File: config.mk
export PLATFORM = sky130hd
export DESIGN_NAME = uart_rx_varlen
export DESIGN_NICKNAME = d
export VERILOG_FILES = /design/src/rtl/uart_rxv_pkg.sv /design/src/rtl/rxv_line_sync.sv /design/src/rtl/rxv_bit_timer.sv /design/src/rtl/rxv_frame_ctrl.sv /design/src/rtl/uart_rx_varlen.sv
export SDC_FILE = /design/constraint.sdc
export NUM_CORES = 1
export LEC_CHECK = 0
export BUFFER_PORTS_ARGS = -buffer_cell sky130_fd_sc_hd__buf_2
export CAP_MARGIN = 20
export CELL_PAD_IN_SITES_DETAIL_PLACEMENT = 0
export CELL_PAD_IN_SITES_GLOBAL_PLACEMENT = 2
export CORE_ASPECT_RATIO = 0.9
export CORE_MARGIN = 2
export CORE_UTILIZATION = 24
export DETAILED_ROUTE_END_ITERATION = 8
export PLACE_DENSITY_LB_ADDON = 0.3
export SKIP_LAST_GASP = 1
export SYNTH_ARGS = -nofsm -noshare
export SYNTH_HDL_FRONTEND = slang
export SYNTH_SLANG_ARGS = --single-unit
File: constraint.sdc
create_clock -name clk -period 4.2 [get_ports clk]
set_clock_uncertainty 0.2 [all_clocks]
set_input_delay 0.84 -clock clk [delete_from_list [all_inputs] [get_ports clk]]
set_output_delay 0.84 -clock clk [all_outputs]
set_load 0.02 [all_outputs]
File: src/rtl/uart_rxv_pkg.sv
// Shared types and helpers for the variable-length serial receiver.
// Assumes: nothing beyond standard SystemVerilog.
package uart_rxv_pkg;

    // Frame phase of the receiver controller
    typedef enum logic [2:0] {
        RX_IDLE,
        RX_START,
        RX_DATA,
        RX_PARITY,
        RX_STOP
    } rx_phase_t;

    // Two-out-of-three majority
    function automatic logic vote3(input logic a, input logic b, input logic c);
        return (a & b) | (a & c) | (b & c);
    endfunction

endpackage

File: src/rtl/rxv_line_sync.sv
// Brings the asynchronous serial line into the clock domain.
// Assumes: STAGES >= 2; the line idles high, so reset loads ones.
module rxv_line_sync #(
    parameter int STAGES = 2
) (
    input  logic clk,
    input  logic rst_n,
    input  logic din,
    output logic dout
);

    logic [STAGES-1:0] pipe;

    // Shift the line through the synchronizer chain
    always_ff @(posedge clk) begin
        if (!rst_n) pipe <= '1;
        else        pipe <= {pipe[STAGES-2:0], din};
    end

    assign dout = pipe[STAGES-1];

endmodule

File: src/rtl/rxv_bit_timer.sv
// Counts oversampling strobes within one bit and votes on the bit value.
// Assumes: run is high from the detecting strobe onward; the detecting
// strobe is position 0, and the samples are taken at MID-1, MID and MID+1.
module rxv_bit_timer
    import uart_rxv_pkg::*;
#(
    parameter int OVERSAMPLE = 16
) (
    input  logic clk,
    input  logic rst_n,
    input  logic tick,
    input  logic run,
    input  logic line,
    output logic decide,
    output logic bit_end,
    output logic bit_val
);

    localparam int CW  = $clog2(OVERSAMPLE);
    localparam int MID = OVERSAMPLE / 2;

    logic [CW-1:0] cnt;
    logic          smp_early;
    logic          smp_centre;

    // Strobe position within the current bit, held at zero when idle
    always_ff @(posedge clk) begin
        if (!rst_n)      cnt <= '0;
        else if (!run)   cnt <= '0;
        else if (tick)   cnt <= (cnt == CW'(OVERSAMPLE - 1)) ? '0 : cnt + 1'b1;
    end

    // Capture the two samples that precede the deciding strobe
    always_ff @(posedge clk) begin
        if (!rst_n) begin
            smp_early  <= 1'b1;
            smp_centre <= 1'b1;
        end else if (run && tick) begin
            if (cnt == CW'(MID - 1)) smp_early  <= line;
            if (cnt == CW'(MID))     smp_centre <= line;
        end
    end

    assign decide  = run && tick && (cnt == CW'(MID + 1));
    assign bit_end = run && tick && (cnt == CW'(OVERSAMPLE - 1));
    assign bit_val = vote3(smp_early, smp_centre, line);

endmodule

File: src/rtl/rxv_frame_ctrl.sv
// Walks a frame: start check, data shift, optional parity, first stop bit.
// Assumes: decide and bit_end never fire on the same strobe; word_len and
// the parity settings stay stable while a frame is in progress.
module rxv_frame_ctrl
    import uart_rxv_pkg::*;
#(
    parameter int MIN_BITS = 5,
    parameter int MAX_BITS = 8
) (
    input  logic                                    clk,
    input  logic                                    rst_n,
    input  logic                                    enable,
    input  logic                                    tick,
    input  logic                                    line,
    input  logic [$clog2(MAX_BITS-MIN_BITS+1)-1:0]  word_len,
    input  logic                                    parity_en,
    input  logic                                    parity_odd,
    input  logic                                    decide,
    input  logic                                    bit_end,
    input  logic                                    bit_val,
    output logic                                    timer_run,
    output logic                                    busy,
    output logic                                    done,
    output logic [MAX_BITS-1:0]                     done_data,
    output logic                                    done_ferr,
    output logic                                    done_perr
);

    localparam int IW = $clog2(MAX_BITS);
    localparam int SW = $clog2(MAX_BITS + 1);

    rx_phase_t         state;
    logic [MAX_BITS-1:0] shreg;
    logic [IW-1:0]     idx;
    logic [IW-1:0]     last_idx;
    logic [SW-1:0]     shift_amt;
    logic              par_acc;
    logic              par_bit;
    logic              detect;

    assign last_idx  = IW'(word_len) + IW'(MIN_BITS - 1);
    assign shift_amt = SW'(MAX_BITS - 1) - SW'(last_idx);
    assign detect    = enable && (state == RX_IDLE) && tick && !line;
    assign timer_run = (enable && (state != RX_IDLE)) || detect;
    assign busy      = (state != RX_IDLE);

    // Frame sequencing, data shifting and parity accumulation
    always_ff @(posedge clk) begin
        if (!rst_n) begin
            state   <= RX_IDLE;
            shreg   <= '0;
            idx     <= '0;
            par_acc <= 1'b0;
            par_bit <= 1'b0;
        end else if (!enable) begin
            state <= RX_IDLE;
        end else begin
            case (state)
                RX_IDLE: begin
                    if (detect) state <= RX_START;
                end
                RX_START: begin
                    if (decide && bit_val) begin
                        state <= RX_IDLE;
                    end else if (bit_end) begin
                        state   <= RX_DATA;
                        idx     <= '0;
                        par_acc <= 1'b0;
                    end
                end
                RX_DATA: begin
                    if (decide) begin
                        shreg   <= {bit_val, shreg[MAX_BITS-1:1]};
                        par_acc <= par_acc ^ bit_val;
                    end
                    if (bit_end) begin
                        if (idx == last_idx) state <= parity_en ? RX_PARITY : RX_STOP;
                        else                 idx   <= idx + 1'b1;
                    end
                end
                RX_PARITY: begin
                    if (decide)  par_bit <= bit_val;
                    if (bit_end) state   <= RX_STOP;
                end
                RX_STOP: begin
                    if (decide) state <= RX_IDLE;
                end
                default: state <= RX_IDLE;
            endcase
        end
    end

    assign done      = enable && (state == RX_STOP) && decide;
    assign done_data = shreg >> shift_amt;
    assign done_ferr = !bit_val;
    assign done_perr = parity_en && (par_acc ^ par_bit ^ parity_odd);

endmodule

File: src/rtl/uart_rx_varlen.sv
// Top of the serial receiver: synchronizer, bit timer, frame controller
// and the one-entry receive buffer with its ready and error flags.
// Assumes: os_tick is a one-cycle pulse, OVERSAMPLE pulses per bit.
module uart_rx_varlen #(
    parameter int OVERSAMPLE  = 16,
    parameter int MIN_BITS    = 5,
    parameter int MAX_BITS    = 8,
    parameter int SYNC_STAGES = 2
) (
    input  logic                                    clk,
    input  logic                                    rst_n,
    input  logic                                    rx_en,
    input  logic                                    rx_line,
    input  logic                                    os_tick,
    input  logic [$clog2(MAX_BITS-MIN_BITS+1)-1:0]  word_len,
    input  logic                                    parity_en,
    input  logic                                    parity_odd,
    input  logic                                    rd_stb,
    output logic [MAX_BITS-1:0]                     rd_data,
    output logic                                    rx_ready,
    output logic                                    err_frame,
    output logic                                    err_parity
);

    logic                line_s;
    logic                decide;
    logic                bit_end;
    logic                bit_val;
    logic                timer_run;
    logic                rx_busy;
    logic                frame_done;
    logic [MAX_BITS-1:0] frame_data;
    logic                frame_ferr;
    logic                frame_perr;

    rxv_line_sync #(.STAGES(SYNC_STAGES)) u_sync (
        .clk   (clk),
        .rst_n (rst_n),
        .din   (rx_line),
        .dout  (line_s)
    );

    rxv_bit_timer #(.OVERSAMPLE(OVERSAMPLE)) u_timer (
        .clk     (clk),
        .rst_n   (rst_n),
        .tick    (os_tick),
        .run     (timer_run),
        .line    (line_s),
        .decide  (decide),
        .bit_end (bit_end),
        .bit_val (bit_val)
    );

    rxv_frame_ctrl #(.MIN_BITS(MIN_BITS), .MAX_BITS(MAX_BITS)) u_ctrl (
        .clk        (clk),
        .rst_n      (rst_n),
        .enable     (rx_en),
        .tick       (os_tick),
        .line       (line_s),
        .word_len   (word_len),
        .parity_en  (parity_en),
        .parity_odd (parity_odd),
        .decide     (decide),
        .bit_end    (bit_end),
        .bit_val    (bit_val),
        .timer_run  (timer_run),
        .busy       (rx_busy),
        .done       (frame_done),
        .done_data  (frame_data),
        .done_ferr  (frame_ferr),
        .done_perr  (frame_perr)
    );

    // Receive buffer: load on frame completion, clear ready on read
    always_ff @(posedge clk) begin
        if (!rst_n) begin
            rd_data    <= '0;
            rx_ready   <= 1'b0;
            err_frame  <= 1'b0;
            err_parity <= 1'b0;
        end else if (frame_done) begin
            rd_data    <= frame_data;
            rx_ready   <= 1'b1;
            err_frame  <= frame_ferr;
            err_parity <= frame_perr;
        end else if (rd_stb) begin
            rx_ready   <= 1'b0;
        end
    end

endmodule

==> impl_summary.md, run 1 <==
STA
For the finished layout, the period the worst path requires is 2.38 ns. Setup repair after global routing left no endpoint under its margin. After routing, the total negative slack on setup checks comes to 0 ns. After layout, the worst setup slack is 1.82 ns. Setup violations remaining at the end of the flow were counted as 0. For the pin with the worst max-slew slack, the measured transition is 0.532 ns. The count of final max-slew check failures is 0. The relative max-transition margin is 64.5%.

The final worst-path cycle share is 56.7%. The achievable frequency is 420 MHz. The final hold violation count came to 0.

Synthesis
The synthesized netlist contains 52 unique library cells. The share of flip-flops with an asynchronous set or reset is 0%. The mean instance size in the synthesized netlist is 9.17 um^2.

Summed over its instances, the top area cell type makes up 36.7% of the synthesized netlist area. Counting flops and latches in the post-synthesis netlist gives 35. Synthesis produced a netlist with a net count of 222. The leading register cell type out of synthesis is sky130_fd_sc_hd__dfxtp_1. The number of flops mapped to enable cells by yosys is 0.

The library cell with the largest summed area after synthesis is sky130_fd_sc_hd__dfxtp_1. The number of warnings reported in the yosys synthesis log is 0. Ranked by total cell area, the synthesized netlist is headed by sky130_fd_sc_hd__dfxtp_1, sky130_fd_sc_hd__mux2i_1, sky130_fd_sc_hd__nor2b_1, sky130_fd_sc_hd__nand2_1, sky130_fd_sc_hd__a21boi_0. The synthesized instance count is 208.

The area of the mapped netlist is 1910 um^2. The portion of the post-synthesis area used by sequential elements is 36.7%.

Die
The effective utilization at floorplan is 25.0%. The die covers 8670 um^2. The number of top-level design ports is 21. The die boundary height is 88.6 um. The floorplan has 30 rows. The region available for standard cell placement spans 7620 um^2. The horizontal die dimension is 98.0 um.

Placement
The setup slack after placement is 1.50 ns. The number of cells after detailed placement is 311. The final HPWL from detailed placement is 3080 um. Input and output buffers added on the ports amount to 20. At the end of routability-driven placement, the weighted congestion stood at 0.675.

Job
The max-cap violation count is 0.

Final layout
The finished layout holds 319 standard cells, fillers aside. The layout overhead on the synthesized area is 12.0%. The final design utilization is 28.0%. The fraction of final layout cells with drive strength greater than 1 is 17.9%.

The count of antenna diodes in the layout is 0. The net count reported at finish is 236. Leaving out fill and tap cells, the most frequent cell in the layout is sky130_fd_sc_hd__dfxtp_1. In the layout the commonest cells are sky130_fd_sc_hd__dfxtp_1, sky130_fd_sc_hd__nand2_1, sky130_fd_sc_hd__buf_2, sky130_fd_sc_hd__mux2i_1, sky130_fd_sc_hd__nor2b_1.

Clocking
The H-tree was split into 2 levels. The root cell of the clock tree is sky130_fd_sc_hd__clkbuf_8. The clock tree from TritonCTS is done. The worst-case clock buffer depth is 2. For this design, the CTS-stage hold fixing added 0 buffers. The clock transition at the registers of the reported paths is 0.08 ns.

The number of instances resized during post-cts repair is 0. After clock tree synthesis, the setup repair step added 0 buffers. The total clock buffers created by CTS is 5. For the worst-skew pair, the clock arrives at the later sink with an insertion delay of 0.29 ns. The clock net sink count is 35.

Critical path
The data arrival time of the worst path is 2.37 ns. Along the worst path, the maximum fanout reaches 12. The worst setup path is launched from an input pin. The type of the setup path with the least slack is input pin to flop. The endpoint class of the critical path is a flop. The number of cells traversed by the worst register-to-register path is 6. In this run the critical register-to-register path is launched from u_timer.cnt[0]$_SDFFE_PN0P_.

The endpoint of the worst register-to-register path is u_ctrl.state[2]$_SDFFE_PN0P_. The worst reg-to-reg setup slack is 1.85 ns. STA puts the critical path data required time at 4.19 ns.

Drt
Using the TritonRoute via totals, the vias-per-cell ratio works out to 4.67. Summed over all layers, the routed wires come to 4350 um. The detailed-router iteration count before antenna repair is 4. The number of nets with antenna violations after routing is 0. After detailed routing, the average wire length per cell comes to 13.6 um.

The number of remaining DRC errors is 0. The violation count after the first detailed-routing iteration is 63. Detailed routing inserted a total of 1,490 vias.

Hold path
The terminating pin of the worst hold path is u_sync.pipe[1]$_SDFF_PN1_. Along the worst hold path, the cell count comes to 1. The min-delay analysis places its worst path in the category flop to flop.

The worst hold path begins at u_sync.pipe[0]$_SDFF_PN1_.

Global routing
The number of global-route vias before repair is 1,400. The pin count of the biggest net entering global routing is 32. The total overflow left after global routing is 0. The number of antenna violations at the first check in global routing is 0.

The overall track demand over capacity in global routing is 10.7%. The global-route wire length before repair is 7220 um.

Status
The run finished with clean final reports.

Power
The power per cell area is 284 nW/um^2. Summed over all cells, the static leakage comes to 0.781 nW. The overall power after layout is 0.606 mW. The worst-case IR drop observed on VDD is 0.0917 mV.
==> flip-flops by register name, summed over array words and instances, names as in the netlist <==
| register | cells |
|---|---|
| u_ctrl.shreg | 8 |
| u_ctrl.state | 3 |
| err_parity | 1 |
| u_ctrl.idx | 3 |
| rd_data | 8 |
| err_frame | 1 |
| u_timer.smp_centre | 1 |
| u_ctrl.par_bit | 1 |
| u_ctrl.par_acc | 1 |
| u_timer.cnt | 4 |
| rx_ready | 1 |
| u_sync.pipe | 2 |
| u_timer.smp_early | 1 |
==> critical path, cell delays in order <==
cell	delay [ns]
sky130_fd_sc_hd__buf_2	0.21
sky130_fd_sc_hd__nand3b_1	0.17
sky130_fd_sc_hd__a211oi_1	0.35
sky130_fd_sc_hd__and2_1	0.50
sky130_fd_sc_hd__mux2i_1	0.25
sky130_fd_sc_hd__nor2b_1	0.06
==> final cells by class <==
type,instances,area (um^2)
Sequential cell,35,701
Multi-Input combinational cell,155,1110
Clock inverter,2,12.5
Inverter,5,18.8
Timing Repair Buffer,20,100
Fill cell,841,5480
Tap cell,96,120
Clock buffer,6,72.6
==> kinds of logic after synthesis <==
| logic type | count (synthesis) | share of synthesized area, % |
|---|---|---|
| xor+xnor | 6 | 2.76 |
| flops | 35 | 36.7 |
| simple gates | 82 | 23.2 |
| compound gates | 42 | 17.8 |
| fa+ha+maj | 5 | 3.15 |
| mux | 20 | 11.3 |
| buf+inv | 18 | 4.99 |
==> through the flow <==
stage | instance area [um^2] | hold slack [ns]
2_1_floorplan | 1910 | 0.186
4_1_cts | 2140 | 0.211
3_5_place_dp | 2050 | 0.194
5_1_grt | 2140 | 0.240
3_3_place_gp | 2050 | 0.189
6_report | 2140 | 0.210
==> power by group <==
group	switching [mW]	total, mW	internal, mW
clock network	0.128	0.244	0.116
logic	0.0159	0.0275	0.0117
registers	0.00138	0.334	0.333
==> per-layer routing <==
metal	part of all wire, %	GRT usage (%)
met1	51	14.3
met2	43	16.3
met3	3.4	3.08
met4	2.2	4.80
met5	0	0
==> synth_stat cells, drive strengths merged, types with 2 or more instances <==
master,count
nand4,4
a31oi,2
clkbuf,5
a211oi,3
o211a,2
buf,8
inv,5
nor2,10
nor2b,14
o32ai,2
xnor2,5
a21oi,7
nand2,20
mux2i,17
a2111oi,2
or3,2
ha,4
and2,3
o2111ai,2
o211ai,3
or4,2
o21ai,4
nand3,9
dfxtp,35
nor3,4
a21boi,10
and3,4
mux2,2
nand2b,6
==> how the worst max path moves through the flow <==
stage               depth (start not counted)                            to                         from  slack [ns]
global route                                6  u_ctrl.shreg[2]$_SDFFE_PN0P_                      os_tick        1.58
CTS                                         6    u_ctrl.idx[2]$_SDFFE_PN0P_  u_timer.cnt[0]$_SDFFE_PN0P_        1.81
floorplan                                   6  u_ctrl.state[2]$_SDFFE_PN0P_                  word_len[0]        1.87
finish                                      6  u_ctrl.shreg[1]$_SDFFE_PN0P_                      os_tick        1.82
global placement                            6  u_ctrl.shreg[3]$_SDFFE_PN0P_                      os_tick        1.49
detailed placement                          6  u_ctrl.shreg[1]$_SDFFE_PN0P_                      os_tick        1.50
(Power assumes the default switching activity.)
==> run 2, diff against run 1 <==
clock period = 2 ns   (was 4.2 ns; I/O delays follow)
==> run 2 against run 1 <==
Global-route usage up 0.98 points; worst setup slack got worse by 1.8 ns; sequential power rose by 110%; non-clock buffer count is 34 higher; flip-flop and latch count unchanged; largest power group unchanged; die area stayed put.
==> impl_summary.md, run 2 (same netlist as run 1, synthesis figures left out) <==
Status
The run finished with clean final reports.

STA
Setup repair after global routing could not meet its margin everywhere. The final hold violation count is 0 (unchanged). The measured slew at the worst slew-check pin is 0.373 ns (-0.159 ns). The number of setup violations in the final report is 0 (unchanged). The relative max-transition margin is 75.1% (+11 points). The count of final max-slew check failures is 0 (unchanged). The post-layout minimum cycle time is 1.97 ns. The final worst-path cycle share is 98.3%. The achievable frequency is 509 MHz.

Critical path
The cell type group with the largest total delay on the critical path is simple AND/OR/NAND/NOR gates. The master of the slowest instance on the critical path is sky130_fd_sc_hd__dfxtp_2. The required time of the critical path is 1.98 ns (-2.21 ns). The maximum single-stage delay on the critical path was 0.35 ns (-0.15 ns). The total buffers and inverters traversed by the critical path is 2 (+1). The launching element type of the critical path is a flop. The signal on the critical path passes through buf_4 -> nand2b_1 -> nor2_1 -> and2_4 -> buf_12 -> mux2i_2 -> nor2b_1. The largest fanout on the critical path is 8 (-4). The worst setup path is of the flop to flop kind. The data arrival time of the worst path is 1.94 ns (-0.43 ns). The endpoint class of the critical path is a flop.

Drt
The total wire length after detailed routing is 4840 um (+11%). The average wire per cell in the routed design came to 13.7 um (+0.57%). The number of remaining DRC errors is 0 (unchanged). The number of nets with antenna violations after routing came to 0 (unchanged). The total via count after detailed routing was 1,625 (+9.1%). The detailed-router iteration count before antenna repair was 4 (unchanged). The violation count after the first detailed-routing iteration came to 70 (+11%).

The routed via count divided by cell count came to 4.60 (-1.4%).

Final layout
The final design utilization came to 32.8% (+4.7 points). The cell area after layout is 2500 um^2 (+17%). The fraction of final layout cells with drive strength greater than 1 is 35.0% (+17 points). The count of antenna diodes in the layout was 0 (unchanged).

In the layout the commonest cells are sky130_fd_sc_hd__buf_4, sky130_fd_sc_hd__dfxtp_1, sky130_fd_sc_hd__nand2_1, sky130_fd_sc_hd__buf_2, sky130_fd_sc_hd__mux2i_1. The count of fill cells added during filler insertion is 832 (-1.1%). The largest registers in the layout are rd_data: 8 flops, u_ctrl.shreg: 8 flops, u_timer.cnt: 4 flops. Leaving out fill and tap cells, the most frequent cell in the layout is sky130_fd_sc_hd__buf_4. The net count reported at finish is 270 (+14%). Relative to the synthesized area, the layout overhead comes to 30.9%.

Die
The cell row count is 30 (unchanged). The area enclosed by the die boundary is 8670 um^2 (unchanged). The core area is 7620 um^2 (unchanged).

The effective utilization at floorplan was 25.0% (unchanged). The horizontal die dimension is 98.0 um (unchanged). The number of top-level design ports is 21 (unchanged). The die boundary height is 88.6 um (unchanged).

Clocking
TritonCTS built the clock tree. The worst-skew pair later-pin latency is 0.29 ns (about the same). The total clock buffers created by CTS is 5 (unchanged). The clock transition at the registers of the reported paths is 0.08 ns (about the same). The clock net sink count is 35 (unchanged). The count of H-tree levels built during CTS is 2 (unchanged). The worst-case clock buffer depth is 2 (unchanged).

The number of hold-repair buffers added at the cts stage is 0 (unchanged). In this run the clock root is driven by a sky130_fd_sc_hd__clkbuf_8.

Placement
The post-detailed-placement cell area came to 2320 um^2 (+13%). The number of buffers inserted by port buffering was 20 (unchanged). The final HPWL from detailed placement is 3610 um (+17%). The routability-driven placement congestion ratio came to 0.807 (+19%).

Global routing
The global-route wire length before repair is 8070 um (+12%). The number of antenna violations at the first check in global routing came to 0 (unchanged). The number of global-route vias before repair is 1,576 (+13%).

The pin count of the biggest net entering global routing is 31 (-3.1%). The overall track demand over capacity in global routing is 11.7% (+0.98 points). The total global routing overflow was 0 (unchanged).

Hold path
The worst hold-check path type is input pin to flop.

Power
The worst vdd rail ir drop is 0.174 mV (+90%). The standby leakage power is 0.966 nW (+24%). The power per cell area was 514 nW/um^2 (+81%).

Job
The max-cap violation count is 0 (unchanged).
## run 2: changes by cell type in the layout (fill, tap and decap cells not counted), sizes merged
cell | before | now
buf | 20 | 54
## run 2: report_power, final
part	internal (mW)	total [mW]	switching [mW]
Sequential	0.697	0.700	0.00280
Combinational	0.0334	0.0698	0.0365
Clock	0.243	0.512	0.269
## run 2: cell type report
cell class | count | area [um^2] | area share, %
inverter | 5 | 21.3 | 0.852
sequential | 35 | 709 | 28.4
timing repair buffer | 54 | 384 | 15.4
clock buffer | 6 | 72.6 | 2.91
clock inverter | 2 | 12.5 | 0.501
tap | 96 | 120 | 4.81
multi-input combinational | 155 | 1180 | 47.1
## run 2: worst register-to-register path, cell delays in order (launching register included)
cell and delay [ns]:
sky130_fd_sc_hd__dfxtp_2 0.35, sky130_fd_sc_hd__buf_4 0.15, sky130_fd_sc_hd__nand2b_1 0.20, sky130_fd_sc_hd__nor2_1 0.33, sky130_fd_sc_hd__and2_4 0.22, sky130_fd_sc_hd__buf_12 0.13, sky130_fd_sc_hd__mux2i_2 0.21, sky130_fd_sc_hd__nor2b_1 0.06
## run 2: repair_timing
item,4_1_cts,5_1_grt
resized for setup,5,18
endpoints found under the setup margin,10,22
setup buffers,1,2
pin swaps,4,6
## run 2: per-layer routing
layer | share of wire [%] | global-route usage, %
met5 | 0 | 0
met4 | 1.4 | 4.17
met3 | 2.2 | 2.69
met2 | 44 | 17.5
met1 | 52 | 16.6
## run 2: final timing paths
path / end / start / depth (start not counted) / slack [ns]
setup / recovery: u_ctrl.shreg[4]$_SDFFE_PN0P_ / u_ctrl.state[0]$_SDFFE_PN0P_ / 7 / 0.03
hold / removal: u_sync.pipe[0]$_SDFF_PN1_ / rx_line / 2 / 0.09
setup reg to reg: u_ctrl.shreg[4]$_SDFFE_PN0P_ / u_ctrl.state[0]$_SDFFE_PN0P_ / 7 / 0.03
hold reg to reg: u_sync.pipe[1]$_SDFF_PN1_ / u_sync.pipe[0]$_SDFF_PN1_ / 1 / 0.21
## run 2: per-stage QoR
step | total power [mW] | setup slack [ns] | TNS [ns] | cells | hold slack [ns]
floorplan | 0.758 | 0.00864 | 0 | 208 | 0.186
global placement | 0.787 | -0.107 | -0.261 | 342 | 0.190
detailed placement | 0.787 | -0.0927 | -0.216 | 342 | 0.192
CTS | 1.31 | -0.00872 | -0.00872 | 351 | 0.0842
global route | 1.34 | -0.0769 | -0.765 | 353 | 0.0878
finish | 1.28 | 0.0336 | 0 | 353 | 0.0925
==> run 3, diff against run 2 <==
SYNTH_HIERARCHICAL = 1   (was default)
==> run 3 against run 2 <==
Global-route usage is 0.83 points lower; register-to-register slack worse by 0.55 ns; synthesized cell count is 4.8% lower; critical path type unchanged; the run now ends with setup timing left.
==> impl_summary.md, run 3 <==
Final layout
The largest registers in the layout are rd_data: 8 flops, u_ctrl/shreg: 8 flops, u_timer/cnt: 4 flops. The non-filler instance count after layout is 340 (-3.7%). The cell area after layout is 2440 um^2 (-2.3%). The fraction of final layout cells with drive strength greater than 1 was 32.8% (-2.2 points).

The net count reported at finish is 258 (-4.4%). From synthesis to final layout, the design area changed by 30.5%. The library cells used most frequently in the layout, excluding fill and tap cells, are sky130_fd_sc_hd__dfxtp_1, sky130_fd_sc_hd__mux2i_1, sky130_fd_sc_hd__buf_4, sky130_fd_sc_hd__nor2b_1, sky130_fd_sc_hd__buf_2.

The count of antenna diodes in the layout is 0 (unchanged). The most common library cell in the layout ignoring fill and taps is sky130_fd_sc_hd__dfxtp_1. The count of fill cells added during filler insertion was 786 (-5.5%).

Synthesis
sky130_fd_sc_hd__dfxtp_1 takes more of the synthesized area than any other cell. The mean instance size in the synthesized netlist came to 9.44 um^2 (+3.0%). By area the synthesized netlist is led by sky130_fd_sc_hd__dfxtp_1, sky130_fd_sc_hd__mux2i_1, sky130_fd_sc_hd__nor2b_1, sky130_fd_sc_hd__nand2_1, sky130_fd_sc_hd__ha_1. The xor and xnor fraction of the mapped netlist area is 2.34% (-0.41 points). For this run, the leading register cell type out of synthesis is sky130_fd_sc_hd__dfxtp_1.

The share of flip-flops with an asynchronous set or reset is 0% (unchanged). The number of flops mapped to enable cells by yosys is 0 (unchanged). By area, the combinational part of the netlist is dominated by simple AND/OR/NAND/NOR gates. The proportion of synthesized area in mux cells came to 18.3% (+7.1 points). The fraction of the mapped netlist area in adder cells is 3.21% (+0.063 points). The synthesized instance count was 198 (-4.8%). Among all cell types in the netlist, the one instantiated most often is sky130_fd_sc_hd__dfxtp_1. By count the netlist is led by sky130_fd_sc_hd__dfxtp_1, sky130_fd_sc_hd__mux2i_1, sky130_fd_sc_hd__nor2b_1. The simple-gate portion of the synthesized area came to 23.4% (+0.20 points). The share of the synthesized area in the top cell type is 37.5% (+0.74 points). The count of state elements after synthesis is 35 (unchanged). The net count after synthesis is 212 (-4.5%).

The portion of the post-synthesis area used by sequential elements was 37.5% (+0.74 points). The share of the synthesized area in compound gates (AO/OA/AOI/OAI) was 11.5% (-6.3 points). The number of warnings reported in the yosys synthesis log is 6 (+6). The area of the mapped netlist is 1870 um^2 (-2.0%). The count of distinct cell types in the synthesized netlist was 51 (-1.9%).

Power
The net switching component of the power is 0.311 mW (+0.82%). The proportion of total power due to net switching was 22.1% (-2.0 points). The part of the power in the clock network is 44.8% (+4.8 points). The cell internal power dissipation is 1.10 mW (+13%). The standby leakage power is 0.942 nW (-2.5%). The worst vdd rail ir drop is 0.257 mV (+47%). The part of the total power dissipated in sequential elements came to 49.7% (-4.9 points). The power per cell area is 577 nW/um^2 (+12%). The share of power burned in combinational logic was 5.5% (about the same).

STA
The worst slack on hold paths was 0.0922 ns (-0.000321 ns). The final hold violation count is 0 (unchanged). The post-layout minimum cycle time is 2.52 ns (+0.551 ns). The final worst-path cycle share came to 126% (+28 points). The achievable frequency came to 397 MHz (-22%). The sum of negative setup slack came to -10.70 ns (-10.70 ns). The measured slew at the worst slew-check pin is 0.335 ns (-0.0377 ns).

The count of final max-slew check failures was 0 (unchanged). The worst setup slack after layout was -0.517 ns (-0.551 ns). The relative max-transition margin is 77.7% (+2.6 points). The number of setup violations in the final report is 27 (+27). Setup repair after global routing could not meet its margin everywhere.

Drt
The number of remaining DRC errors is 0 (unchanged). The total wire length after detailed routing was 4490 um (-7.3%). The total via count after detailed routing is 1,486 (-8.6%). The detailed-router iteration count before antenna repair was 4 (unchanged). The average wire per cell in the routed design is 13.2 um (-3.8%). The routed via count divided by cell count is 4.37 (-5.1%). The violation count after the first detailed-routing iteration is 60 (-14%). The number of nets with antenna violations after routing is 0 (unchanged).

Placement
The final HPWL from detailed placement is 2980 um (-17%). The number of cells after detailed placement is 326 (-4.7%). The post-detailed-placement cell area is 2260 um^2 (-2.5%). The setup slack after placement came to -0.473 ns (-0.380 ns). The number of buffers inserted by port buffering is 20 (unchanged).

The routability-driven placement congestion ratio is 0.716 (-11%).

Die
The effective utilization at floorplan is 24.8% (-0.25 points). The number of top-level design ports is 21 (unchanged). The area enclosed by the die boundary is 8510 um^2 (-1.9%). The horizontal die dimension is 97.0 um (-0.95%). The cell row count is 30 (unchanged).

The die boundary height is 87.7 um (-0.94%). The core area is 7540 um^2 (-0.99%).

Critical path
The number of cells traversed by the worst register-to-register path is 11 (+4). The critical path endpoint is u_ctrl/state[0]$_SDFFE_PN0P_. The endpoint of the worst register-to-register path is u_ctrl/state[0]$_SDFFE_PN0P_. The largest fanout on the critical path is 4 (-4).

The data arrival time of the worst path is 2.49 ns (+0.55 ns). The worst reg-to-reg setup slack is -0.52 ns (-0.55 ns). The startpoint of the most critical register-to-register path is u_ctrl/state[0]$_SDFFE_PN0P_. The endpoint class of the critical path is a flop. Tracing the worst setup path back leads to its startpoint at u_ctrl/state[0]$_SDFFE_PN0P_.

The type of the setup path with the least slack is flop to flop. The required time of the critical path is 1.98 ns (about the same). The launching element type of the critical path is a flop.

Clocking
The clock net sink count came to 35 (unchanged). The number of hold-repair buffers added at the cts stage came to 0 (unchanged). The worst-case clock buffer depth is 2 (unchanged). TritonCTS built the clock tree. The clock transition at the registers of the reported paths came to 0.08 ns (about the same). The count of H-tree levels built during CTS is 2 (unchanged). The total clock buffers created by CTS is 5 (unchanged).

The worst-skew pair later-pin latency is 0.28 ns (about the same). The cell sitting at the root of the clock tree is a sky130_fd_sc_hd__clkbuf_8.

Global routing
The global-route wire length before repair is 7360 um (-8.8%). The total global routing overflow is 0 (unchanged). The overall track demand over capacity in global routing is 10.9% (-0.83 points). The number of antenna violations at the first check in global routing is 0 (unchanged).

The pin count of the biggest net entering global routing is 37 (+19%). The number of global-route vias before repair was 1,438 (-8.8%).

Job
The max-cap violation count came to 0 (unchanged).

Status
The checks that failed: setup timing. The run finished, with violations left.

Hold path
The worst hold-check path type is input pin to flop. The origin of the worst min-delay path is rx_line.
-- run 3: layout make-up --
class | instances | area (um^2) | area share, %
Inverter | 4 | 15.0 | 0.615
Multi-Input combinational cell | 150 | 1170 | 48.2
Sequential cell | 35 | 702 | 28.8
Timing Repair Buffer | 48 | 322 | 13.2
Clock inverter | 2 | 37.5 | 1.54
Tap cell | 96 | 120 | 4.92
Clock buffer | 5 | 68.8 | 2.82
-- run 3: per-stage QoR --
step / util, % / power (mW)
floorplan: - / 0.763
CTS: 31.4 / 1.44
global route: 32.3 / 1.47
detailed placement: 30.0 / 0.792
finish: 32.3 / 1.41
global placement: 30.0 / 0.793
-- run 3: kinds of logic after synthesis --
| group | Yosys count |
|---|---|
| mux | 34 |
| fa+ha+maj | 5 |
| compound gates | 29 |
| xor+xnor | 5 |
| flops | 35 |
| simple gates | 76 |
| buf+inv | 14 |
-- run 3: worst min-delay path by stage --
stage	depth (start not counted)	to	slack [ns]
detailed placement	1	u_sync/pipe[1]$_SDFF_PN1_	0.20
CTS	2	u_sync/pipe[0]$_SDFF_PN1_	0.08
global placement	1	u_sync/pipe[1]$_SDFF_PN1_	0.19
global route	2	u_sync/pipe[0]$_SDFF_PN1_	0.10
floorplan	1	u_sync/pipe[1]$_SDFF_PN1_	0.19
finish	2	u_sync/pipe[0]$_SDFF_PN1_	0.09
-- run 3: metal layers --
| layer | vias to the layer above | global-route usage [%] | wire length, um |
|---|---|---|---|
| met1 | 672 | 15.5 | 2450 |
| li1 | 793 | - | - |
| met5 | - | 0 | 0 |
| met3 | 2 | 2.63 | 111 |
| met4 | 0 | 3.07 | 32 |
| met2 | 19 | 16.5 | 1890 |
-- run 3: power groups by stage --
stage / Clock, mW / Combinational (mW) / Sequential, mW
floorplan: 0 / 0.0461 / 0.716
global placement: 0 / 0.0766 / 0.717
detailed placement: 0 / 0.0752 / 0.717
CTS: 0.658 / 0.0769 / 0.700
global route: 0.683 / 0.0839 / 0.700
finish: 0.631 / 0.0773 / 0.700
-- run 3: critical path: stages, from the launching register on --
cell                       delay, ns
sky130_fd_sc_hd__dfxtp_2        0.32
sky130_fd_sc_hd__or3_1          0.35
sky130_fd_sc_hd__o21bai_4       0.18
sky130_fd_sc_hd__and2_4         0.14
sky130_fd_sc_hd__and4b_2        0.22
sky130_fd_sc_hd__and2_4         0.14
sky130_fd_sc_hd__buf_4          0.13
sky130_fd_sc_hd__buf_6          0.11
sky130_fd_sc_hd__nand3b_1       0.21
sky130_fd_sc_hd__nand4_1        0.22
sky130_fd_sc_hd__buf_4          0.14
sky130_fd_sc_hd__o21ai_1        0.05
-- run 3: repair_timing --
action	CTS	global route
gates cloned	1	0
setup buffers	3	6
setup endpoints to repair	27	28
pin swaps	9	9
gates resized for setup	8	9
endpoints found under the hold margin	0	0
